File: src/rtl/pdt_pkg.sv
`timescale 1ns/1ps
package pdt_pkg;
  localparam int DATA_W  = 16;
  localparam int BE_W    = DATA_W / 8;
  localparam int ADDR_W  = 3;
  localparam int PSC_W   = 3;
  localparam int PS_W    = 1 << PSC_W;

  localparam logic [ADDR_W-1:0] OFS_CTRL   = 3'h0;
  localparam logic [ADDR_W-1:0] OFS_RELOAD = 3'h2;
  localparam logic [ADDR_W-1:0] OFS_COUNT  = 3'h4;

  localparam int BIT_RUN   = 0;
  localparam int BIT_AUTO  = 1;
  localparam int BIT_PSC_L = 2;
  localparam int BIT_GATE  = 5;

  typedef struct packed {
    logic             gate;
    logic [PSC_W-1:0] psc;
    logic             autorl;
    logic             run;
  } ctrl_t;
endpackage

File: src/rtl/pdt_rst_sync.sv
`timescale 1ns/1ps
module pdt_rst_sync #(
  parameter int STAGES = 2
) (
  input  logic clk_i,
  input  logic rst_ni,
  output logic rst_no
);
  logic [STAGES-1:0] sync_q;

  always_ff @(posedge clk_i or negedge rst_ni) begin
    if (!rst_ni) sync_q <= '0;
    else         sync_q <= {sync_q[STAGES-2:0], 1'b1};
  end

  assign rst_no = sync_q[STAGES-1];
endmodule

File: src/rtl/pdt_regs.sv
`timescale 1ns/1ps
module pdt_regs
  import pdt_pkg::*;
#(
  parameter int CNT_W = DATA_W
) (
  input  logic              clk_i,
  input  logic              rst_ni,
  input  logic              sel_i,
  input  logic              we_i,
  input  logic [ADDR_W-1:0] addr_i,
  input  logic [BE_W-1:0]   be_i,
  input  logic [CNT_W-1:0]  wdata_i,
  output logic [CNT_W-1:0]  rdata_o,
  input  logic [CNT_W-1:0]  count_i,
  input  logic              zero_evt_i,
  output ctrl_t             ctrl_o,
  output logic [CNT_W-1:0]  reload_o,
  output logic              start_rise_o,
  output logic              running_o
);
  ctrl_t            ctrl_q, ctrl_d;
  logic [CNT_W-1:0] reload_q, reload_d;
  logic             wr_ctrl, wr_reload;
  logic             ctrl_en, reload_en;

  assign wr_ctrl   = sel_i & we_i & (addr_i == OFS_CTRL) & be_i[0];
  assign wr_reload = sel_i & we_i & (addr_i == OFS_RELOAD);

  // control byte next state: a bus write wins over the one-shot self-clear
  always_comb begin
    ctrl_d  = ctrl_q;
    ctrl_en = 1'b0;
    if (wr_ctrl) begin
      ctrl_d.run    = wdata_i[BIT_RUN];
      ctrl_d.autorl = wdata_i[BIT_AUTO];
      ctrl_d.psc    = wdata_i[BIT_PSC_L +: PSC_W];
      ctrl_d.gate   = wdata_i[BIT_GATE];
      ctrl_en       = 1'b1;
    end else if (zero_evt_i && !ctrl_q.autorl) begin
      ctrl_d.run = 1'b0;
      ctrl_en    = 1'b1;
    end
  end

  always_ff @(posedge clk_i or negedge rst_ni) begin
    if (!rst_ni)      ctrl_q <= '0;
    else if (ctrl_en) ctrl_q <= ctrl_d;
  end

  // reload register, one byte lane at a time
  assign reload_en = wr_reload & (|be_i);
  for (genvar g = 0; g < BE_W; g++) begin : g_lane
    assign reload_d[g*8 +: 8] = (wr_reload && be_i[g]) ? wdata_i[g*8 +: 8]
                                                       : reload_q[g*8 +: 8];
  end

  always_ff @(posedge clk_i or negedge rst_ni) begin
    if (!rst_ni)        reload_q <= '0;
    else if (reload_en) reload_q <= reload_d;
  end

  assign start_rise_o = wr_ctrl & wdata_i[BIT_RUN] & ~ctrl_q.run;
  assign running_o    = ctrl_q.run & ctrl_q.gate;
  assign ctrl_o       = ctrl_q;
  assign reload_o     = reload_q;

  // read mux
  always_comb begin
    rdata_o = '0;
    if (sel_i && !we_i) begin
      unique case (addr_i)
        OFS_CTRL:   rdata_o = CNT_W'({2'b00, ctrl_q});
        OFS_RELOAD: rdata_o = reload_q;
        OFS_COUNT:  rdata_o = running_o ? count_i : '1;
        default:    rdata_o = '0;
      endcase
    end
  end

  AST_ONESHOT_STOP: assert property (@(posedge clk_i) disable iff (!rst_ni)
    (zero_evt_i && !ctrl_q.autorl && !wr_ctrl) |=> !ctrl_q.run);

  AST_AUTO_KEEPS_RUN: assert property (@(posedge clk_i) disable iff (!rst_ni)
    (zero_evt_i && ctrl_q.autorl && !wr_ctrl) |=> ctrl_q.run);
endmodule

File: src/rtl/pdt_prescaler.sv
`timescale 1ns/1ps
module pdt_prescaler
  import pdt_pkg::*;
(
  input  logic             clk_i,
  input  logic             rst_ni,
  input  logic             run_i,
  input  logic             clr_i,
  input  logic [PSC_W-1:0] psc_i,
  output logic             tick_o
);
  logic [PS_W-1:0]  div_q, div_d;
  logic [PS_W-1:0]  mask;
  logic [PSC_W-1:0] shamt;

  // code N compares the low N+1 bits: division by 2^(N+1)
  assign shamt  = PSC_W'(PS_W - 1) - psc_i;
  assign mask   = {PS_W{1'b1}} >> shamt;
  assign tick_o = run_i & ((div_q & mask) == mask);

  always_comb begin
    if (clr_i || !run_i) div_d = '0;
    else if (tick_o)     div_d = '0;
    else                 div_d = div_q + 1'b1;
  end

  always_ff @(posedge clk_i or negedge rst_ni) begin
    if (!rst_ni) div_q <= '0;
    else         div_q <= div_d;
  end

  AST_TICK_GAP: assert property (@(posedge clk_i) disable iff (!rst_ni)
    tick_o |=> !tick_o);
endmodule

File: src/rtl/pdt_counter.sv
`timescale 1ns/1ps
module pdt_counter #(
  parameter int CNT_W = 16
) (
  input  logic             clk_i,
  input  logic             rst_ni,
  input  logic             run_i,
  input  logic             load_now_i,
  input  logic             tick_i,
  input  logic             autorl_i,
  input  logic [CNT_W-1:0] reload_i,
  output logic [CNT_W-1:0] count_o,
  output logic             zero_evt_o,
  output logic             expire_o
);
  logic [CNT_W-1:0] count_q, count_d;
  logic             count_en;
  logic             expire_q;
  logic             last_step;

  assign last_step  = (count_q <= CNT_W'(1));
  assign zero_evt_o = tick_i & last_step;

  always_comb begin
    count_d  = count_q;
    count_en = 1'b0;
    if (load_now_i) begin
      count_d  = reload_i;
      count_en = 1'b1;
    end else if (tick_i) begin
      count_en = 1'b1;
      if (last_step) count_d = autorl_i ? reload_i : '0;
      else           count_d = count_q - 1'b1;
    end
  end

  always_ff @(posedge clk_i or negedge rst_ni) begin
    if (!rst_ni)       count_q <= '0;
    else if (count_en) count_q <= count_d;
  end

  always_ff @(posedge clk_i or negedge rst_ni) begin
    if (!rst_ni) expire_q <= 1'b0;
    else         expire_q <= zero_evt_o;
  end

  assign count_o  = count_q;
  assign expire_o = expire_q;

  AST_LOAD_ON_START: assert property (@(posedge clk_i) disable iff (!rst_ni)
    load_now_i |=> (count_q == $past(reload_i)));

  AST_HOLD_WHEN_IDLE: assert property (@(posedge clk_i) disable iff (!rst_ni)
    (!run_i && !load_now_i) |=> $stable(count_q));

  AST_HOLD_BETWEEN_TICKS: assert property (@(posedge clk_i) disable iff (!rst_ni)
    (run_i && !tick_i && !load_now_i) |=> $stable(count_q));

  AST_STEP_ONE: assert property (@(posedge clk_i) disable iff (!rst_ni)
    (tick_i && !last_step && !load_now_i) |=> (count_q == $past(count_q) - 1'b1));

  AST_RELOAD: assert property (@(posedge clk_i) disable iff (!rst_ni)
    (tick_i && last_step && autorl_i && !load_now_i) |=> (count_q == $past(reload_i)));
endmodule

File: src/rtl/pdt_timer.sv
`timescale 1ns/1ps
module pdt_timer
  import pdt_pkg::*;
(
  input  logic              clk_i,
  input  logic              rst_ni,
  input  logic              bus_sel_i,
  input  logic              bus_we_i,
  input  logic [ADDR_W-1:0] bus_addr_i,
  input  logic [BE_W-1:0]   bus_be_i,
  input  logic [DATA_W-1:0] bus_wdata_i,
  output logic [DATA_W-1:0] bus_rdata_o,
  output logic              expire_o
);
  logic              rst_n;
  ctrl_t             ctrl;
  logic [DATA_W-1:0] reload, count;
  logic              start_rise, running, tick, zero_evt;

  pdt_rst_sync #(.STAGES(2)) u_rst (
    .clk_i  (clk_i),
    .rst_ni (rst_ni),
    .rst_no (rst_n)
  );

  pdt_regs #(.CNT_W(DATA_W)) u_regs (
    .clk_i        (clk_i),
    .rst_ni       (rst_n),
    .sel_i        (bus_sel_i),
    .we_i         (bus_we_i),
    .addr_i       (bus_addr_i),
    .be_i         (bus_be_i),
    .wdata_i      (bus_wdata_i),
    .rdata_o      (bus_rdata_o),
    .count_i      (count),
    .zero_evt_i   (zero_evt),
    .ctrl_o       (ctrl),
    .reload_o     (reload),
    .start_rise_o (start_rise),
    .running_o    (running)
  );

  pdt_prescaler u_psc (
    .clk_i  (clk_i),
    .rst_ni (rst_n),
    .run_i  (running),
    .clr_i  (start_rise),
    .psc_i  (ctrl.psc),
    .tick_o (tick)
  );

  pdt_counter #(.CNT_W(DATA_W)) u_cnt (
    .clk_i      (clk_i),
    .rst_ni     (rst_n),
    .run_i      (running),
    .load_now_i (start_rise),
    .tick_i     (tick),
    .autorl_i   (ctrl.autorl),
    .reload_i   (reload),
    .count_o    (count),
    .zero_evt_o (zero_evt),
    .expire_o   (expire_o)
  );

  AST_EXPIRE_SINGLE: assert property (@(posedge clk_i) disable iff (!rst_n)
    expire_o |=> !expire_o);
endmodule

File: config.mk
export PLATFORM = sky130hd
export DESIGN_NAME = pdt_timer
export DESIGN_NICKNAME = d
export VERILOG_FILES = /design/src/rtl/pdt_pkg.sv /design/src/rtl/pdt_rst_sync.sv /design/src/rtl/pdt_regs.sv /design/src/rtl/pdt_prescaler.sv /design/src/rtl/pdt_counter.sv /design/src/rtl/pdt_timer.sv
export SDC_FILE = /design/constraint.sdc
export NUM_CORES = 1
export LEC_CHECK = 0
export BUFFER_PORTS_ARGS = -buffer_cell sky130_fd_sc_hd__buf_2
export CAP_MARGIN = 10
export CORE_AREA = 2 2 87 89
export CTS_CLUSTER_DIAMETER = 120
export DETAILED_ROUTE_END_ITERATION = 8
export DIE_AREA = 0 0 89 91
export HOLD_SLACK_MARGIN = 0.12
export RECOVER_POWER = 25
export SYNTH_ARGS = -nofsm -noshare
export SYNTH_HDL_FRONTEND = slang
export SYNTH_SLANG_ARGS = --single-unit
export TNS_END_PERCENT = 100
File: constraint.sdc
create_clock -name clk_i -period 1.9 [get_ports clk_i]
set_input_delay 0.475 -clock clk_i [delete_from_list [all_inputs] [get_ports clk_i]]
set_output_delay 0.475 -clock clk_i [all_outputs]
set_load 0.02 [all_outputs]
### Yosys cells after proc, flatten, opt, wreduce, memory -nomap -nowiden

Cells that the tools add are included.

* eq/ne operators: 3
* mux-type cells: 15
* multipliers: 0
* shift operators: 1
* reductions and logical operators: 17
* bitwise gates (word level): 12
* magnitude comparators: 1
* divide/modulo/power cells: 0
* $add $sub $neg: 3

Operator list (count)
* 16-bit two-way mux: 6
* 16-bit case mux with 3 select lines: 1
* 16-bit by 1-bit <= comparator with 1-bit output, second input constant: 1
* 8-bit two-way mux: 2
* 16-bit by 1-bit subtractor with 16-bit output, second input constant: 1
* 1-bit AND: 10
* 2-bit AND reduction: 5
* 8-bit by 1-bit adder with 8-bit output, second input constant: 1
* 8-bit AND: 1
* 8-bit == test: 1
* 8-bit by 3-bit right shift with 8-bit output, first input constant: 1
* 1-bit two-way mux: 6
* 1-bit logical AND: 4
* 2-bit nonzero test: 2
* 3-bit by 2-bit == test with 1-bit output, second input constant: 1
* 3-bit == test, second input constant: 1
* 1-bit zero test: 3
* 3-bit zero test: 1
* 3-bit subtractor, first input constant: 1
* 2-bit OR reduction: 1
* 1-bit logical OR: 1
* 1-bit NOT: 1

* memories kept: 0
* bits in latches: 0
* bits of input ports: 25
* word-level logic and storage cells: 62
* RAM bits: 0
* output and inout bits: 17
* bits in registers: 49
* ROM bits: 0

### Logic depth before layout (Yosys ltp)

* depth after elaboration: 10
* gate-level depth with buffers: 10
* depth with buffers taken out: 8

### Modules after synthesis

A second synthesis with hierarchy kept.

* cells, all modules: 287
* area, all modules: 2956.6 um2

Modules (own cells, without submodules)
* pdt_regs: cells an instance 121, seq. area each 550.5 um2, area an instance 1265.0 um2, instances 1
* pdt_counter: cells an instance 117, seq. area each 425.4 um2, area an instance 1159.9 um2, instances 1
* pdt_prescaler: cells an instance 46, seq. area each 200.2 um2, area an instance 478.0 um2, instances 1
* pdt_rst_sync: cells an instance 3, seq. area each 50.0 um2, area an instance 53.8 um2, instances 1

### Worst setup path before layout

OpenSTA, ideal clock, no wires.

* kind: input -> output
* start: in bus_addr_i[1]
* end: out bus_rdata_o[10]
* stages on the path: 5
* arrival time: 1.725 ns
* required time: 1.425 ns
* buffers on the path: 2
* path slack: -0.300 ns
* path through: buf_6 -> nor3b_1 -> clkbuf_1 -> o21ai_0 -> a21oi_1

* word-level cells in the longest chain between the ends: 3
* elaborated cells between the ends (all ways): 5
* classes of those cells: eq/ne: 2; mux: 2; reduce/logical: 1

Ends and longest elaborated chain
* start, declared: line pdt_timer.sv:9 `input logic [ADDR_W-1:0] bus_addr_i,`
* 3-bit == test (tied with other cells): line pdt_regs.sv:72 `unique case (addr_i)`
* 16-bit case mux with 3 select lines (*): line pdt_regs.sv:72
* 16-bit two-way mux (*): line pdt_regs.sv:71 `if (sel_i && !we_i) begin`
* end, declared: line pdt_timer.sv:12 `output logic [DATA_W-1:0] bus_rdata_o,`

Mark *: on every way between the ends. The rest lies on a longest branch, timed or not.

### Worst setup path after layout

* start: in bus_addr_i[0]
* end: out bus_rdata_o[3]

Same word-level chain as after synthesis.

==> flow_summary.toml <==
[status]
status = "complete, but fails checks"
violations = "negative setup slack"

[global_route]
antenna_found_initial = 0
grt_use_total = 0.224
grt_max_degree = 48
first_global_vias = 2758
grt_pass1_wl_mm = 14.0
overflow = 0

[timing]
finalClockSkew_ns = 0.0118
setup_viol = 22
min_period_ns = 2.07
rsz0062_at_grt = "yes"
clock.fmax_mhz = 482
post-route-period-util = 1.09
timing.slew.headroom = 0.190
drv_slew = 0
finalWorstSetupSlack_ns = -0.173
final_hold_viol_count = 0
tightest_slew_ns = 1.22

[routing]
drt-initial-drc-count = 208
drtPass1Iterations = 4
routedWlPerCell_um = 19.3
drcViolationCount = 0
ant_nets = 0
vias = 2853
routed_wirelength_mm = 9.50
viasPerCell = 5.80

[yosys]
yosys_register_bits = 49
synth_seq_area_share = 0.438
syn-cell-area_mm2 = 0.00280
synth_area_per_cell_um2 = 9.65
syn_inst = 290
ys_dominant_reg_cell = "dfrtp_1"
synth_cell_type_count = 57
ys_async_sr_fraction = 1.00
syn_nets = 318
synth_warnings = 0
synth_edf_count = 0

[place]
dp_cells = 466
gp_congestion = 0.886
dp_hpwl_mm = 5.76
portBuffers = 41

[die]
die_area_mm2 = 0.00810
start_util = 0.392
ioPinCount = 42
die_x_um = 89
die_height_um = 91
fp.coreArea_mm2 = 0.00714
rows = 31

[final_layout]
filler_cell_count = 595
finalNonFillerCells = 492
antenna_cells = 0
final_util = 0.610
multi_input_comb_area_mm2 = 0.00197
final_layout_size_suffix_gt1_frac = 0.565
final_cell_mix = "48 x dfrtp_1, 44 x buf_4, 28 x buf_6, 26 x nand2_1, 26 x mux2_2"
final_common_cell = "dfrtp_1"
area_delta_synth_final_pct = 55.5
layout.area.seq_mm2 = 0.00123
fin_nets = 420

[hold_path]
hp-class = "flip-flop to flip-flop"
hold_start = "u_rst.sync_q[0]$_DFF_PN0_"
hold_path_end = "u_rst.sync_q[1]$_DFF_PN0_"
worst_hold_path.num_cells = 0

[pwr]
leakage_nw = 1.76
p_per_area_mw_per_mm2 = 655
max-vdd-ir-drop_mv = 0.326
p_total_mw = 2.85

[setup_path]
rrSetupSlack_ns = -0.03
critPathBufInv = 4
setup.worst_path.start_class = "primary input"
worstSetupPathType = "primary input to primary output"
arrival_ns = 1.60
worstPathRequired_ns = 1.42
cp_slowest_cell = "nor3b_4"
cpPeakStageDelay_ns = 0.29
cp_top_family = "buffers and inverters"
cp-end-kind = "primary output"
r2r-start = "u_cnt.count_o[0]$_DFFE_PN0P_"
path_cells = "buf_6 > buf_6 > nor3b_4 > buf_6 > o21ai_1 > a21oi_2 > buf_6"
r2r_end = "u_cnt.count_o[7]$_DFFE_PN0P_"
reg2reg_depth = 8
crit_fanout = 8
path_common_cell = "buf_6"

[clocking]
htreeDepth = 2
clk_pin_slew_worst_paths_ns = 0.09
cts_sinks = 49
cts_buffers = 5
insertion_delay_ns = 0.32
cts.path.max_buffers = 2
tritoncts = "built"
cts_root_buffer = "clkbuf_8"

[run]
drv_cap = 0
==> area by class of cell <==
type                    instances  share of cell area
inverters                       8             0.00690
clock buffers                   5              0.0158
repair buffers                103               0.204
multi-input cells             225               0.452
flip-flops and latches         49               0.282
well taps                      99              0.0285
clock inverters                 3              0.0106
==> worst register-to-register path, stage by stage, from the launching register on <==
cell     delay (ns)
dfrtp_1        0.45
buf_6          0.13
ha_4           0.13
nor2_4         0.04
and4b_4        0.44
o21ai_2        0.08
nor3_2         0.19
nor3b_2        0.08
a221o_1        0.27
==> worst max path at each step <==
stage | slack (ns) | endpoint | depth (start not counted) | from
final | -0.17 | bus_rdata_o[3] | 7 | bus_addr_i[0]
after global routing | -0.19 | bus_rdata_o[15] | 7 | bus_addr_i[0]
after CTS | -0.13 | bus_rdata_o[12] | 7 | bus_addr_i[0]
after detailed placement | -0.32 | u_cnt.count_o[7]$_DFFE_PN0P_ | 6 | bus_addr_i[2]
after global placement | -0.24 | u_cnt.count_o[0]$_DFFE_PN0P_ | 6 | bus_addr_i[2]
after floorplan | -0.19 | u_cnt.count_o[1]$_DFFE_PN0P_ | 8 | bus_addr_i[1]
==> routing by layer <==
metal	global-route usage	wire length [um]	vias to the layer above	share of wire
li1	-	-	1290	-
met1	0.297	3890	1414	0.41
met2	0.372	4760	123	0.50
met3	0.0327	567	26	0.060
met4	0.0721	280	0	0.029
met5	0	0	-	0
==> state kept, by name, summed over array words and instances (netlist names) <==
| register | cells |
|---|---|
| u_regs.ctrl_o | 6 |
| u_regs.reload_o | 16 |
| u_cnt.expire_o | 1 |
| u_cnt.count_o | 16 |
| u_psc.div_q | 8 |
| u_rst.sync_q | 2 |
==> Yosys cell counts (2+ instances only) <==
master    instances  area (um2)
dfrtp_1          49        1230
nor4_1            5        31.3
nor3b_1           2        15.0
o22ai_1           2        12.5
nand2_1          28         105
mux2_2           26         293
a22oi_1           4        30.0
a221o_1           3        30.0
buf_6             6        67.6
nor2_1           25        93.8
inv_1             8        30.0
clkbuf_1          6        22.5
a32oi_1           5        43.8
a21oi_1          25         125
and3_1            2        12.5
nand3_1           2        10.0
ha_1              3        37.5
a31oi_1           2        12.5
a21oi_2           2        17.5
and2_1            2        12.5
xor2_1            2        17.5
nand2b_1          2        12.5
o21ai_1          14        70.1
nor3_1            6        30.0
o21ai_0          22         110
xnor2_1           4        35.0
nand4_1           3        18.8
==> per-stage QoR <==
step / hold slack [ns] / cell area (um2) / setup slack [ns] / setup TNS [ns]
detailed placement: 0.263 / 3570 / -0.317 / -7.47
finish: 0.357 / 4350 / -0.173 / -2.19
global placement: 0.259 / 3570 / -0.236 / -6.37
CTS: 0.359 / 3890 / -0.135 / -1.64
global route: 0.373 / 4350 / -0.188 / -3.53
floorplan: 0.179 / 2920 / -0.194 / -2.78
==> where the power goes <==
part	leakage [nW]	switching, mW	internal, mW	total (mW)
Clock	0.0543	0.391	0.394	0.786
Combinational	1.07	0.383	0.379	0.763
Sequential	0.632	0.139	1.17	1.30
Total	1.76	0.914	1.94	2.85
==> repair_timing <==
item	CTS	global route
endpoints found under the setup margin	29	39
gates resized for setup	49	98
hold buffers	1	0
cloned	2	5
pin swaps	8	35
endpoints found under the hold margin	2	0
setup buffers	2	9
==> cells by family (layout without fill, tap and decap cells) <==
kind of cell | count (synthesis) | after routing | share of synthesized area
multiplexers | 26 | 26 | 0.105
adder cells (fa/ha/maj) | 3 | 3 | 0.0134
buffers and inverters | 21 | 119 | 0.0447
XOR/XNOR | 6 | 6 | 0.0188
AO/OA/AOI/OAI | 95 | 100 | 0.217
other | 1 | 1 | 0.00134
AND/OR/NAND/NOR | 89 | 89 | 0.162
flip-flops | 49 | 49 | 0.438
Note: power is estimated with default switching activity, not from simulation.
